<file path="config.mk">
export PLATFORM = sky130hd
export DESIGN_NAME = dual_wiper_slave
export DESIGN_NICKNAME = d
export VERILOG_FILES = /design/src/rtl/dws_pkg.sv /design/src/rtl/dws_sync.sv /design/src/rtl/dws_regs.sv /design/src/rtl/dws_link.sv /design/src/rtl/dual_wiper_slave.sv
export SDC_FILE = /design/constraint.sdc
export NUM_CORES = 1
export LEC_CHECK = 0
export BUFFER_PORTS_ARGS = -buffer_cell sky130_fd_sc_hd__buf_2
export CAP_MARGIN = 10
export CORE_ASPECT_RATIO = 0.5
export CORE_MARGIN = 2
export CORE_UTILIZATION = 53
export DETAILED_ROUTE_END_ITERATION = 6
export GPL_TIMING_DRIVEN = 0
export HOLD_SLACK_MARGIN = 0.06
export PLACE_DENSITY = 0.75
export SYNTH_ARGS = -nofsm -noshare
export SYNTH_HDL_FRONTEND = slang
export SYNTH_SLANG_ARGS = --single-unit
</file>
<file path="constraint.sdc">
create_clock -name clk -period 1.6 [get_ports clk]
set_input_delay 0.48 -clock clk [delete_from_list [all_inputs] [get_ports clk]]
set_output_delay 0.48 -clock clk [all_outputs]
set_load 0.01 [all_outputs]
</file>
<file path="src/rtl/dws_pkg.sv">
package dws_pkg;

  localparam int BYTE_W = 8;
  localparam int CNT_W  = 4;

  localparam logic [BYTE_W-1:0] CMD_LOAD0    = 8'hA9;
  localparam logic [BYTE_W-1:0] CMD_LOAD1    = 8'hAA;
  localparam logic [BYTE_W-1:0] CMD_LOADBOTH = 8'hAF;

  typedef enum logic [2:0] {
    ST_IDLE,
    ST_RX,
    ST_ACK,
    ST_TX,
    ST_MACK,
    ST_IGNORE
  } link_st_t;

  typedef enum logic [1:0] {
    PH_ADDR,
    PH_CMD,
    PH_DATA
  } rx_ph_t;

  typedef struct packed {
    logic valid;
    logic en1;
    logic en0;
  } wr_sel_t;

  function automatic wr_sel_t decode_cmd(input logic [BYTE_W-1:0] code);
    wr_sel_t s;
    s = '0;
    case (code)
      CMD_LOAD0:    s = '{valid: 1'b1, en1: 1'b0, en0: 1'b1};
      CMD_LOAD1:    s = '{valid: 1'b1, en1: 1'b1, en0: 1'b0};
      CMD_LOADBOTH: s = '{valid: 1'b1, en1: 1'b1, en0: 1'b1};
      default:      s = '0;
    endcase
    return s;
  endfunction

endpackage

</file>
<file path="src/rtl/dws_sync.sv">
module dws_sync #(
  parameter int STAGES = 2
) (
  input  logic clk,
  input  logic rst,
  input  logic scl_in,
  input  logic sda_in,
  output logic scl_rise,
  output logic scl_fall,
  output logic sda,
  output logic start_det,
  output logic stop_det
);
  localparam int LINES = 2;
  localparam int PW    = STAGES + 1;

  logic [LINES-1:0]        raw;
  logic [PW-1:0]           pipe [LINES];
  logic [LINES-1:0]        cur;
  logic [LINES-1:0]        prv;

  assign raw = {sda_in, scl_in};

  for (genvar g = 0; g < LINES; g++) begin : g_line
    always_ff @(posedge clk) begin
      if (rst) pipe[g] <= '1;
      else     pipe[g] <= {pipe[g][PW-2:0], raw[g]};
    end
    assign cur[g] = pipe[g][STAGES-1];
    assign prv[g] = pipe[g][STAGES];
  end

  assign sda       = cur[1];
  assign scl_rise  = cur[0] & ~prv[0];
  assign scl_fall  = ~cur[0] & prv[0];
  assign start_det = cur[0] & prv[0] & prv[1] & ~cur[1];
  assign stop_det  = cur[0] & prv[0] & ~prv[1] & cur[1];

endmodule

</file>
<file path="src/rtl/dws_regs.sv">
module dws_regs #(
  parameter int W = 8,
  parameter int N = 2
) (
  input  logic         clk,
  input  logic         rst,
  input  logic [N-1:0] wr_en,
  input  logic [W-1:0] wr_data,
  output logic [W-1:0] wq [N]
);
  always_ff @(posedge clk) begin
    for (int i = 0; i < N; i++) begin
      if (rst)           wq[i] <= '0;
      else if (wr_en[i]) wq[i] <= wr_data;
    end
  end
endmodule

</file>
<file path="src/rtl/dws_link.sv">
module dws_link
  import dws_pkg::*;
#(
  parameter int                  STRAP_W = 3,
  parameter logic [6-STRAP_W:0]  ADDR_HI = 4'b0101
) (
  input  logic               clk,
  input  logic               rst,
  input  logic               scl_rise,
  input  logic               scl_fall,
  input  logic               sda,
  input  logic               start_det,
  input  logic               stop_det,
  input  logic [STRAP_W-1:0] strap,
  input  logic [BYTE_W-1:0]  rd0,
  input  logic [BYTE_W-1:0]  rd1,
  output logic               sda_pull,
  output logic [1:0]         wr_en,
  output logic [BYTE_W-1:0]  wr_data
);
  localparam logic [CNT_W-1:0] LAST_RX = CNT_W'(BYTE_W);
  localparam logic [CNT_W-1:0] LAST_TX = CNT_W'(BYTE_W - 1);

  link_st_t          st;
  rx_ph_t            ph;
  logic [BYTE_W-1:0] sh;
  logic [BYTE_W-1:0] tx;
  logic [CNT_W-1:0]  cnt;
  logic              second;
  logic              mack;
  wr_sel_t           sel;
  logic              byte_ok;

  always_comb begin
    case (ph)
      PH_ADDR: byte_ok = (sh[BYTE_W-1:1] == {ADDR_HI, strap});
      PH_CMD:  byte_ok = decode_cmd(sh).valid;
      PH_DATA: byte_ok = 1'b1;
      default: byte_ok = 1'b0;
    endcase
  end

  always_ff @(posedge clk) begin
    wr_en <= '0;
    if (rst) begin
      st       <= ST_IDLE;
      ph       <= PH_ADDR;
      sh       <= '0;
      tx       <= '0;
      cnt      <= '0;
      second   <= 1'b0;
      mack     <= 1'b0;
      sel      <= '0;
      sda_pull <= 1'b0;
      wr_data  <= '0;
    end else if (stop_det) begin
      st       <= ST_IDLE;
      cnt      <= '0;
      sda_pull <= 1'b0;
    end else if (start_det) begin
      st       <= ST_RX;
      ph       <= PH_ADDR;
      cnt      <= '0;
      sda_pull <= 1'b0;
    end else begin
      case (st)
        ST_RX: begin
          if (scl_rise) begin
            sh  <= {sh[BYTE_W-2:0], sda};
            cnt <= cnt + 1'b1;
          end else if (scl_fall && cnt == LAST_RX) begin
            cnt <= '0;
            if (byte_ok) begin
              sda_pull <= 1'b1;
              st       <= ST_ACK;
            end else begin
              st <= ST_IGNORE;
            end
          end
        end
        ST_ACK: begin
          if (scl_fall) begin
            case (ph)
              PH_ADDR: begin
                if (sh[0]) begin
                  st       <= ST_TX;
                  tx       <= rd0;
                  sda_pull <= ~rd0[BYTE_W-1];
                  second   <= 1'b0;
                end else begin
                  st       <= ST_RX;
                  ph       <= PH_CMD;
                  sda_pull <= 1'b0;
                end
              end
              PH_CMD: begin
                sel      <= decode_cmd(sh);
                ph       <= PH_DATA;
                st       <= ST_RX;
                sda_pull <= 1'b0;
              end
              default: begin
                wr_en    <= {sel.en1, sel.en0};
                wr_data  <= sh;
                st       <= ST_IGNORE;
                sda_pull <= 1'b0;
              end
            endcase
          end
        end
        ST_TX: begin
          if (scl_fall) begin
            if (cnt == LAST_TX) begin
              cnt      <= '0;
              sda_pull <= 1'b0;
              st       <= ST_MACK;
            end else begin
              cnt      <= cnt + 1'b1;
              tx       <= {tx[BYTE_W-2:0], 1'b0};
              sda_pull <= ~tx[BYTE_W-2];
            end
          end
        end
        ST_MACK: begin
          if (scl_rise) begin
            mack <= ~sda;
          end else if (scl_fall) begin
            if (mack && !second) begin
              second   <= 1'b1;
              tx       <= rd1;
              sda_pull <= ~rd1[BYTE_W-1];
              cnt      <= '0;
              st       <= ST_TX;
            end else begin
              st <= ST_IGNORE;
            end
          end
        end
        default: ;
      endcase
    end
  end

endmodule

</file>
<file path="src/rtl/dual_wiper_slave.sv">
module dual_wiper_slave
  import dws_pkg::*;
#(
  parameter int                 STRAP_W     = 3,
  parameter logic [6-STRAP_W:0] ADDR_HI     = 4'b0101,
  parameter int                 SYNC_STAGES = 2
) (
  input  logic               clk,
  input  logic               rst,
  input  logic               scl_in,
  input  logic               sda_in,
  input  logic [STRAP_W-1:0] strap,
  output logic [BYTE_W-1:0]  wiper0,
  output logic [BYTE_W-1:0]  wiper1,
  output logic               sda_pull
);
  localparam int NWIPER = 2;

  logic              scl_rise;
  logic              scl_fall;
  logic              sda_s;
  logic              start_det;
  logic              stop_det;
  logic [1:0]        wr_en;
  logic [BYTE_W-1:0] wr_data;
  logic [BYTE_W-1:0] wq [NWIPER];

  dws_sync #(.STAGES(SYNC_STAGES)) u_sync (
    .clk       (clk),
    .rst       (rst),
    .scl_in    (scl_in),
    .sda_in    (sda_in),
    .scl_rise  (scl_rise),
    .scl_fall  (scl_fall),
    .sda       (sda_s),
    .start_det (start_det),
    .stop_det  (stop_det)
  );

  dws_link #(.STRAP_W(STRAP_W), .ADDR_HI(ADDR_HI)) u_link (
    .clk       (clk),
    .rst       (rst),
    .scl_rise  (scl_rise),
    .scl_fall  (scl_fall),
    .sda       (sda_s),
    .start_det (start_det),
    .stop_det  (stop_det),
    .strap     (strap),
    .rd0       (wq[0]),
    .rd1       (wq[1]),
    .sda_pull  (sda_pull),
    .wr_en     (wr_en),
    .wr_data   (wr_data)
  );

  dws_regs #(.W(BYTE_W), .N(NWIPER)) u_regs (
    .clk     (clk),
    .rst     (rst),
    .wr_en   (wr_en),
    .wr_data (wr_data),
    .wq      (wq)
  );

  assign wiper0 = wq[0];
  assign wiper1 = wq[1];

endmodule

</file>
==> impl_metrics.py, run 1 <==
metrics = {
    "run_status": {
        "status": "complete, but fails checks",
        "violations": "setup timing",
    },
    "setup_path": {
        "cp_cell_sequence": "ha_4 > and3b_1 > a21o_1 > a221oi_4 > buf_6 > buf_16 > nand2b_1 > a21oi_1",
        "r2r_cells": 8,
        "worstPathRequired_ns": 1.82,
        "critPathTopFamily": "compound AO/OA/AOI/OAI gates",
        "arrival_ns": 1.96,
        "crit_cells": 8,
        "worstSetupStartpointType": "register",
        "cp_slowest_cell": "dfxtp_2",
        "max_stage_delay_ns": 0.35,
        "crit_buf_inv": 2,
        "critPathMaxFanout": 4,
        "critPathCaptureType": "register",
        "path_class": "register to register",
    },
    "cells_and_area": {
        "nets": 384,
        "areaGrowthSynthToFinish_pct": 23.20,
        "nFillCells": 439,
        "fin_area_um2": 3615,
        "drive_gt1_share_pct": 27.11,
        "insertedDiodeCount": 0,
    },
    "cts": {
        "tritoncts": "yes",
        "clock_latency_ns": 0.35,
        "ctsLongestPathBuffers": 2,
        "cts_root_buffer": "clkbuf_8",
        "clock_sinks": 61,
        "ctsHoldBuffers": 0,
        "cts.clk_slew.worst_paths_ns": 0.08,
        "h-tree-depth": 3,
        "numCtsBuffers": 9,
    },
    "place": {
        "gp_congestion": 0.9049,
        "placed_cell_area_um2": 3153,
        "dp_slack_ns": -0.2470,
        "dpl.hpwl_um": 5053,
        "portBuffers": 22,
    },
    "routing": {
        "wl_per_cell_um": 16.52,
        "wl_um": 7482,
        "drc_errors": 0,
        "drt_first_pass_iters": 5,
        "wl_met3_um": 603,
        "vias": 2649,
        "wl_met1_um": 3480,
        "drtIter0Drc": 197,
        "wl_met2_um": 3266,
        "route.top_layer_used": "met4",
        "ant_nets": 0,
        "viasPerCell": 5.848,
    },
    "power": {
        "total_leakage_power_nw": 1.323,
        "p_per_area_nw_per_um2": 886.2,
        "peakVddDrop_mv": 0.6138,
    },
    "timing": {
        "fin_crit_ns": 1.742,
        "grt_setup_unrepaired": "true",
        "finalWorstSetupSlack_ns": -0.1417,
        "tightest_slew_ns": 0.6502,
        "max_freq_ghz": 0.5742,
        "finalCritPeriodShare_pct": 108.9,
        "slew_viol_final": 0,
        "fin_worst_skew_ns": 0.008409,
        "fin_tns_setup_ns": -1.225,
        "whs_ns": 0.2997,
        "setup_viol": 15,
        "final_hold_viol_count": 0,
        "slew_headroom_pct": 56.65,
    },
    "global_routing": {
        "grt_pass1_vias": 2390,
        "antenna_found_initial": 0,
        "grt_usage_pct": 25.55,
        "grt_max_degree": 13,
        "grt.overflow.total": 0,
        "grt_pass1_wl_um": 11810,
    },
    "logic_synthesis": {
        "synth_enable_flop_cells": 0,
        "synth_most_common_cell": "dfxtp_1",
        "synth_top_cell_area_share_pct": 41.62,
        "async_reset_ff_share_pct": 0,
        "yosys_warnings": 0,
        "synth_ff_type": "dfxtp_1",
        "postSynthCellCount": 336,
        "synth-seq-cells": 61,
        "ys_types": 54,
        "ys_seq_area_share_pct": 41.62,
        "synth_top_area_cell": "dfxtp_1",
        "syn_area_per_cell_um2": 8.732,
        "synthesis.nets": 345,
        "synth_area_leaders": "dfxtp_1, mux2i_1, nor2_1, a21oi_1, nand2_1",
        "syn_area_um2": 2934,
        "ys_top_cells_by_count": "dfxtp_1, nor2_1, mux2i_1, nand2_1, a21oi_1",
    },
    "min_path": {
        "min_delay_path_depth": 2,
        "min_path_type": "input port to register",
    },
    "die": {
        "core_um2": 5420,
        "initial_utilization_pct": 54.13,
        "dieArea_um2": 6183,
        "io_pins": 24,
        "num_rows": 19,
        "die_h_um": 56.61,
        "chipWidth_um": 109.2,
    },
    "run": {
        "drv_cap": 0,
    },
}
==> cells in the final DEF, fill, tap and decap left out, types with 7 or more instances in the layout <==
master and n:
o21ai_0 9, mux2i_1 30, nand2_1 22, clkbuf_1 9, nand3_1 16, dfxtp_1 50
a21oi_1 21, buf_4 8, clkbuf_8 9, dfxtp_2 7, nor2_1 49, buf_2 24
==> area by class of cell <==
type	instances	area, um2	share of cell area (%)
buffer	19	121.4	3.358
clock buffer	9	123.9	3.427
clock inverter	7	98.84	2.735
inverter	6	22.52	0.6231
multi-input combinational	246	1690	46.76
sequential	61	1245	34.44
tap	73	91.34	2.527
timing repair buffer	32	221.5	6.127
==> worst paths after layout <==
| path | start | endpoint | slack, ns |
|---|---|---|---|
| worst min register to register | u_sync.pipe[0][0] | u_sync.pipe[0][1] | 0.41 |
| worst min-delay path | scl_in | u_sync.pipe[0][0] | 0.30 |
| worst max register to register | u_link.cnt[0] | u_link.tx[2] | -0.14 |
| worst max-delay path | u_link.cnt[0] | u_link.tx[2] | -0.14 |
==> timing repair <==
| item | CTS | global route |
|---|---|---|
| setup buffers | 6 | 2 |
| cloned | 1 | 1 |
| gates resized for setup | 27 | 29 |
| pin swaps | 8 | 7 |
| setup endpoints to repair | 36 | 34 |
==> flip-flops by register name, indices dropped and copies added, names as in the netlist <==
signal           count
u_regs.wq           16
u_link.second        1
u_link.wr_en         2
u_link.wr_data       8
u_link.mack          1
u_link.ph            2
u_link.tx            7
u_sync.pipe          6
u_link.st            3
u_link.sda_pull      1
u_link.sh            8
u_link.sel           2
u_link.cnt           4
==> worst reg2reg max path, cell delays in order (launching register included) <==
cell and delay, ns:
dfxtp_2 0.35, ha_4 0.17, and3b_1 0.19, a21o_1 0.19, a221oi_4 0.30, buf_6 0.16, buf_16 0.10, nand2b_1 0.09
a21oi_1 0.06
==> through the flow <==
stage	util, %	instances	power, W
after floorplan	-	336	0.001645
after global placement	58.17	431	0.001677
after detailed placement	58.17	431	0.001680
after CTS	65.17	451	0.003211
after global routing	66.69	453	0.003299
final	66.69	453	0.003203
==> routing by layer <==
metal | global-route usage (%) | vias up
li1 | - | 1278
met4 | 7.776 | 0
met5 | 0 | -
met1 | 36.51 | 1258
met3 | 9.524 | 20
met2 | 35.67 | 93
==> report_power, final <==
part	switching (W)	internal (W)	leakage [nW]	total [W]
combinational	0.0000872	0.0000448	0.714	0.000132
sequential	0.00000532	0.00152	0.499	0.00152
clock	0.000665	0.000884	0.110	0.00155
total	0.000757	0.00245	1.32	0.00320
==> kinds of logic after synthesis <==
group                    synth area share [%]
AND/OR/NAND/NOR                         24.56
AO/OA/AOI/OAI                           16.12
flip-flops                              41.62
multiplexers                            10.58
buffers and inverters                   4.477
XOR/XNOR                                1.791
adder cells (fa/ha/maj)                0.8527
Note: power is estimated with default switching activity, not from simulation.
==> run 2, diff against run 1 <==
--- a/config.mk
+++ b/config.mk
@@ -10,10 +10,11 @@
 export CORE_ASPECT_RATIO = 0.5
 export CORE_MARGIN = 2
 export CORE_UTILIZATION = 53
+export CTS_CLUSTER_SIZE = 20
 export DETAILED_ROUTE_END_ITERATION = 6
-export GPL_TIMING_DRIVEN = 0
 export HOLD_SLACK_MARGIN = 0.06
 export PLACE_DENSITY = 0.75
+export SKIP_CTS_REPAIR_TIMING = 1
 export SYNTH_ARGS = -nofsm -noshare
 export SYNTH_HDL_FRONTEND = slang
 export SYNTH_SLANG_ARGS = --single-unit
==> run 2 against run 1 <==
  * The run still ends with setup timing left
  * Sequential cell count unchanged
  * Clock skew increased by 0.0019 ns
  * Sequential power about the same
  * Non-clock buffer count increased by 22
  * Power increased by 1.9%
  * Critical path depth decreased by 3
  * Clock power increased by 3%
  * Combinational power increased by 7%
  * Final cell count increased by 4.9%
  * Count of clock-buffer cells in the layout increased by 1
==> impl_metrics.py, run 2 (synthesis results as in run 1) <==
metrics = {
    "setup_path": {
        "critPathMaxFanout": 4,
        "timing.rr.end": "u_link.st[0]",
        "critPathCaptureType": "register",
        "cp_cell_sequence": "and4bb_2 > nand4_1 > a221o_1 > or2_4 > a41o_1",
        "worstPathRequired_ns": 1.83,
        "r2r_cells": 5,
        "reg2reg_slack_ns": -0.14,
        "cp_slowest_cell": "a221o_1",
        "arrival_ns": 1.98,
        "rr_startpoint": "u_link.sh[5]",
        "worstSetupStartpointType": "register",
        "max_stage_delay_ns": 0.39,
        "path_class": "register to register",
    },
    "routing": {
        "viasPerCell": 5.817,
        "wl_per_cell_um": 16.76,
        "vias": 2763,
        "drtIter0Drc": 149,
        "drt_first_pass_iters": 5,
        "ant_nets": 0,
        "wl_um": 7960,
        "drc_errors": 0,
    },
    "run_status": {
        "violations": "setup timing",
        "status": "complete, but fails checks",
    },
    "die": {
        "num_rows": 19,
        "io_pins": 24,
        "die_h_um": 56.61,
        "initial_utilization_pct": 54.13,
        "dieArea_um2": 6183,
        "chipWidth_um": 109.2,
        "core_um2": 5420,
    },
    "timing": {
        "fin_worst_skew_ns": 0.01033,
        "setup_viol": 15,
        "slew_viol_final": 0,
        "whs_ns": 0.3074,
        "grt_setup_unrepaired": "true",
        "finalCritPeriodShare_pct": 109.0,
        "finalWorstSetupSlack_ns": -0.1437,
        "slew_headroom_pct": 63.14,
        "max_freq_ghz": 0.5735,
        "fin_crit_ns": 1.744,
        "final_hold_viol_count": 0,
        "tightest_slew_ns": 0.5522,
    },
    "cts": {
        "tritoncts": "yes",
        "cts_root_buffer": "clkbuf_8",
        "clock_latency_ns": 0.35,
        "h-tree-depth": 3,
        "cts.clk_slew.worst_paths_ns": 0.08,
        "numCtsBuffers": 9,
        "clock_sinks": 61,
        "ctsLongestPathBuffers": 2,
    },
    "cells_and_area": {
        "insertedDiodeCount": 0,
        "final_common_cell": "dfxtp_1",
        "reg_top3": "u_regs.wq x16, u_link.sh x8, u_link.wr_data x8",
        "regMostFlops": "u_regs.wq",
        "largest_register_ffs": 16,
        "final_core_util_pct": 70.01,
        "mostFrequentLayoutCells": "dfxtp_1, nor2_1, buf_4",
        "nets": 406,
        "areaGrowthSynthToFinish_pct": 29.34,
        "nFillCells": 422,
        "drive_gt1_share_pct": 32.09,
    },
    "global_routing": {
        "grt_pass1_vias": 2516,
        "grt_usage_pct": 26.32,
        "grt.overflow.total": 0,
        "grt_max_degree": 47,
        "antenna_found_initial": 0,
        "grt_pass1_wl_um": 12250,
    },
    "power": {
        "clockPowerShare_pct": 48.8,
        "p_int_w": 0.002507,
        "p_sw_w": 0.0007562,
        "p_per_area_nw_per_um2": 859.9,
        "p_sw_share_pct": 23.17,
        "total_leakage_power_nw": 1.453,
        "pwr-share-seq_pct": 46.9,
        "pwr-share-comb_pct": 4.3,
        "peakVddDrop_mv": 0.6749,
    },
    "place": {
        "gp_congestion": 0.9142,
        "dpl.hpwl_um": 5475,
        "portBuffers": 23,
    },
    "min_path": {
        "min_path_type": "input port to register",
        "hp-start": "scl_in",
        "min_to": "u_sync.pipe[0][0]",
        "min_delay_path_depth": 2,
    },
    "run": {
        "drv_cap": 0,
    },
}
## run 2: cell type report
type | count | area, um2 | area share, %
Multi-Input combinational cell | 246 | 1683 | 44.35
Sequential cell | 61 | 1239 | 32.64
Timing Repair Buffer | 73 | 528.0 | 13.91
Clock buffer | 10 | 137.6 | 3.627
Clock inverter | 6 | 93.84 | 2.473
Tap cell | 73 | 91.34 | 2.407
Inverter | 6 | 22.52 | 0.5935
## run 2: worst max path at each step
stage / from / to / slack, ns
floorplan: u_link.cnt[1] / u_link.tx[0] / -0.04
global placement: strap[2] / u_link.st[2] / -0.17
detailed placement: strap[1] / u_link.st[2] / -0.23
CTS: u_link.st[0] / u_link.cnt[0] / -0.24
global route: u_link.cnt[1] / u_link.tx[6] / -0.20
finish: u_link.sh[5] / u_link.st[0] / -0.14
## run 2: per-stage QoR
step	instances	setup TNS (ns)	setup slack [ns]	area, um2	total power (W)
2_1_floorplan	336	-0.2003	-0.04006	2952	0.001645
3_3_place_gp	456	-1.906	-0.1674	3437	0.001690
3_5_place_dp	456	-2.869	-0.2291	3437	0.001695
4_1_cts	472	-2.870	-0.2399	3669	0.003266
5_1_grt	475	-2.136	-0.1962	3795	0.003358
6_report	475	-0.9890	-0.1437	3795	0.003263
## run 2: layer usage
metal  vias up  part of all wire (%)  routed length (um)  track usage [%]
met2        81                    46                3673            38.78
met4         0                   1.6                 128            6.872
met1      1345                    46                3699            36.69
li1       1323                     -                   -                -
met3        14                   5.8                 459            9.292
met5         -                     0                   0                0
## run 2: critical path, delay by kind of cell, from the launching register on
| family | cells | cell delay [ns] |
|---|---|---|
| DFF | 1 | 0.33 |
| AOI/OAI and AO/OA | 2 | 0.61 |
| and+or+nand+nor | 3 | 0.68 |
## run 2: power groups by stage
| stage | combinational [W] | sequential, W | clock, W |
|---|---|---|---|
| 3_3_place_gp | 0.000122 | 0.00157 | 0 |
| 6_report | 0.000141 | 0.00153 | 0.00159 |
| 3_5_place_dp | 0.000126 | 0.00157 | 0 |
| 4_1_cts | 0.000128 | 0.00153 | 0.00160 |
| 5_1_grt | 0.000150 | 0.00153 | 0.00168 |
| 2_1_floorplan | 0.0000818 | 0.00156 | 0 |
==> run 3, diff against run 2 <==
--- a/config.mk
+++ b/config.mk
@@ -5,6 +5,7 @@
 export SDC_FILE = /design/constraint.sdc
 export NUM_CORES = 1
 export LEC_CHECK = 0
+export ABC_AREA = 1
 export BUFFER_PORTS_ARGS = -buffer_cell sky130_fd_sc_hd__buf_2
 export CAP_MARGIN = 10
 export CORE_ASPECT_RATIO = 0.5
==> run 3 against run 2 <==
  * The flow now finishes without violations
  * Register-to-register slack better by 0.17 ns
  * Synthesized area is 7.0% lower
  * Utilization is 2.8 points lower
  * Routed wire length is 15% lower
  * Hold slack worse by 0.0019 ns
  * Largest power group is now sequential cells
  * Non-clock buffer count is 40 lower
  * First-iteration DRC count stayed put
  * Sequential power is 16% higher
  * Global-route usage is 1.5 points lower
==> impl_metrics.py, run 3 <==
metrics = {
    "run": {
        "drv_cap": 0,
    },
    "routing": {
        "ant_nets": 0,
        "drc_errors": 0,
        "viasPerCell": 5.306,
        "wl_per_cell_um": 13.69,
        "drt_first_pass_iters": 5,
        "wl_um": 6802,
        "vias": 2637,
        "drtIter0Drc": 149,
    },
    "logic_synthesis": {
        "async_reset_ff_share_pct": 0,
        "synth-seq-cells": 61,
        "synth_most_common_cell": "nand2_1",
        "ys_top_cells_by_count": "nand2_1, dfxtp_1, nor2_1, o21ai_0, a21oi_1",
        "synth_top_area_cell": "dfxtp_1",
        "synth_ff_type": "dfxtp_1",
        "yosys_warnings": 0,
        "ys_seq_area_share_pct": 44.77,
        "postSynthCellCount": 385,
        "synth_enable_flop_cells": 0,
        "syn_area_um2": 2728,
        "ys_types": 31,
        "synthesis.nets": 394,
        "synth_area_leaders": "dfxtp_1, nand2_1, nor2_1, o21ai_0, a21oi_1",
        "synth_top_cell_area_share_pct": 44.77,
        "syn_area_per_cell_um2": 7.085,
    },
    "timing": {
        "slew_viol_final": 0,
        "max_freq_ghz": 0.6354,
        "fin_worst_skew_ns": 0.01152,
        "fin_crit_ns": 1.574,
        "setup_viol": 0,
        "tightest_slew_ns": 0.3252,
        "slew_headroom_pct": 78.32,
        "grt_setup_unrepaired": "true",
        "finalCritPeriodShare_pct": 98.37,
        "final_hold_viol_count": 0,
        "whs_ns": 0.3054,
    },
    "setup_path": {
        "arrival_ns": 1.82,
        "path_class": "register to register",
        "timing.rr.end": "u_link.sda_pull",
        "rr_startpoint": "u_link.st[1]",
        "r2r_cells": 8,
        "worstSetupStartpointType": "register",
        "worstPathRequired_ns": 1.85,
        "critPathMaxFanout": 7,
        "reg2reg_slack_ns": 0.03,
        "critPathCaptureType": "register",
    },
    "place": {
        "dp.cells": 478,
        "portBuffers": 23,
        "dpl.hpwl_um": 4812,
        "gp_congestion": 0.9133,
    },
    "cells_and_area": {
        "reg_top3": "u_regs.wq x16, u_link.sh x8, u_link.wr_data x8",
        "insertedDiodeCount": 0,
        "final_core_util_pct": 67.25,
        "stdcell_count": 497,
        "largest_register_ffs": 16,
        "drive_gt1_share_pct": 23.42,
        "nFillCells": 437,
        "areaGrowthSynthToFinish_pct": 21.61,
        "nets": 431,
        "regMostFlops": "u_regs.wq",
        "final_common_cell": "nand2_1",
        "mostFrequentLayoutCells": "nand2_1, nor2_1, dfxtp_1",
    },
    "global_routing": {
        "grt_pass1_vias": 2197,
        "grt_pass1_wl_um": 10590,
        "grt_max_degree": 46,
        "grt_usage_pct": 24.83,
        "grt.overflow.total": 0,
        "antenna_found_initial": 0,
    },
    "cts": {
        "clock_latency_ns": 0.35,
        "cts_root_buffer": "clkbuf_8",
        "clock_sinks": 61,
        "cts.clk_slew.worst_paths_ns": 0.07,
        "tritoncts": "yes",
        "numCtsBuffers": 9,
        "h-tree-depth": 3,
        "ctsLongestPathBuffers": 2,
    },
    "run_status": {
        "status": "completed",
    },
    "die": {
        "initial_utilization_pct": 55.30,
        "dieArea_um2": 5771,
        "chipWidth_um": 105.5,
        "die_h_um": 54.73,
        "io_pins": 24,
        "num_rows": 18,
        "core_um2": 4932,
    },
    "min_path": {
        "min_to": "u_sync.pipe[1][0]",
        "min_delay_path_depth": 2,
        "hp-start": "sda_in",
        "min_path_type": "input port to register",
    },
    "power": {
        "power_w": 0.004631,
        "peakVddDrop_mv": 0.7173,
        "total_leakage_power_nw": 1.555,
        "p_per_area_nw_per_um2": 1396,
    },
}
run 3: cell count changes after synthesis, moves of 9 or more:
cell      before  now
a21oi_1       21   42
clkbuf_1      14    5
nand2_1       23   74
nor2_1        49   60
mux2i_1       31    0
o21ai_0       10   45
inv_1          6   38
run 3: cell type report:
type                            instances  area [um2]  area share (%)
Multi-Input combinational cell        273        1383           41.68
Sequential cell                        61        1236           37.27
Timing Repair Buffer                   33       215.2           6.488
Inverter                               44       170.2           5.130
Clock buffer                           11       141.4           4.263
Tap cell                               70       87.58           2.641
Clock inverter                          5       83.83           2.527
run 3: logic make-up after synthesis:
| kind of cell | share of synthesized area [%] |
|---|---|
| flops | 44.77 |
| compound gates | 18.67 |
| simple gates | 27.80 |
| buf+inv | 7.523 |
| xor+xnor | 0.3212 |
| fa+ha+maj | 0.9173 |
run 3: routing by layer:
layer	vias to the layer above	global-route usage, %	wire length, um
met5	-	0	0
met4	0	6.667	76
met3	7	9.643	465
met2	82	36.99	2993
met1	1220	33.79	3267
li1	1328	-	-
run 3: how the worst max path moves through the flow:
stage                        from              end  cells after the start
floorplan           u_link.cnt[0]     u_link.tx[5]                      8
global placement    u_link.cnt[0]    u_link.cnt[1]                      9
detailed placement  u_link.cnt[0]     u_link.tx[6]                      7
CTS                 u_link.cnt[0]     u_link.tx[6]                      7
global route         u_link.st[2]     u_link.st[2]                     10
finish               u_link.st[1]  u_link.sda_pull                      8
run 3: report_power, final:
group | switching [W] | internal [W] | leakage, nW
combinational | 0.000824 | 0.000469 | 0.952
sequential | 0.000138 | 0.00164 | 0.497
clock | 0.000634 | 0.000922 | 0.106
total | 0.00160 | 0.00303 | 1.55
run 3: stage by stage:
step	area, um2	setup slack, ns	TNS (ns)
after floorplan	2728	0.08280	0
after global routing	3317	-0.04447	-0.06612
after detailed placement	2958	-0.02239	-0.06615
after global placement	2958	0.05560	0
final	3317	0.02608	0
after CTS	3183	-0.05002	-0.2366
run 3: critical path: stages (launching register included):
cell and delay, ns:
dfxtp_2 0.37, nor2_2 0.20, nand2_4 0.11, nand2_1 0.14, o21ai_0 0.12, nor3_1 0.31, nand3_1 0.12, nand2_1 0.07
nor2_1 0.04
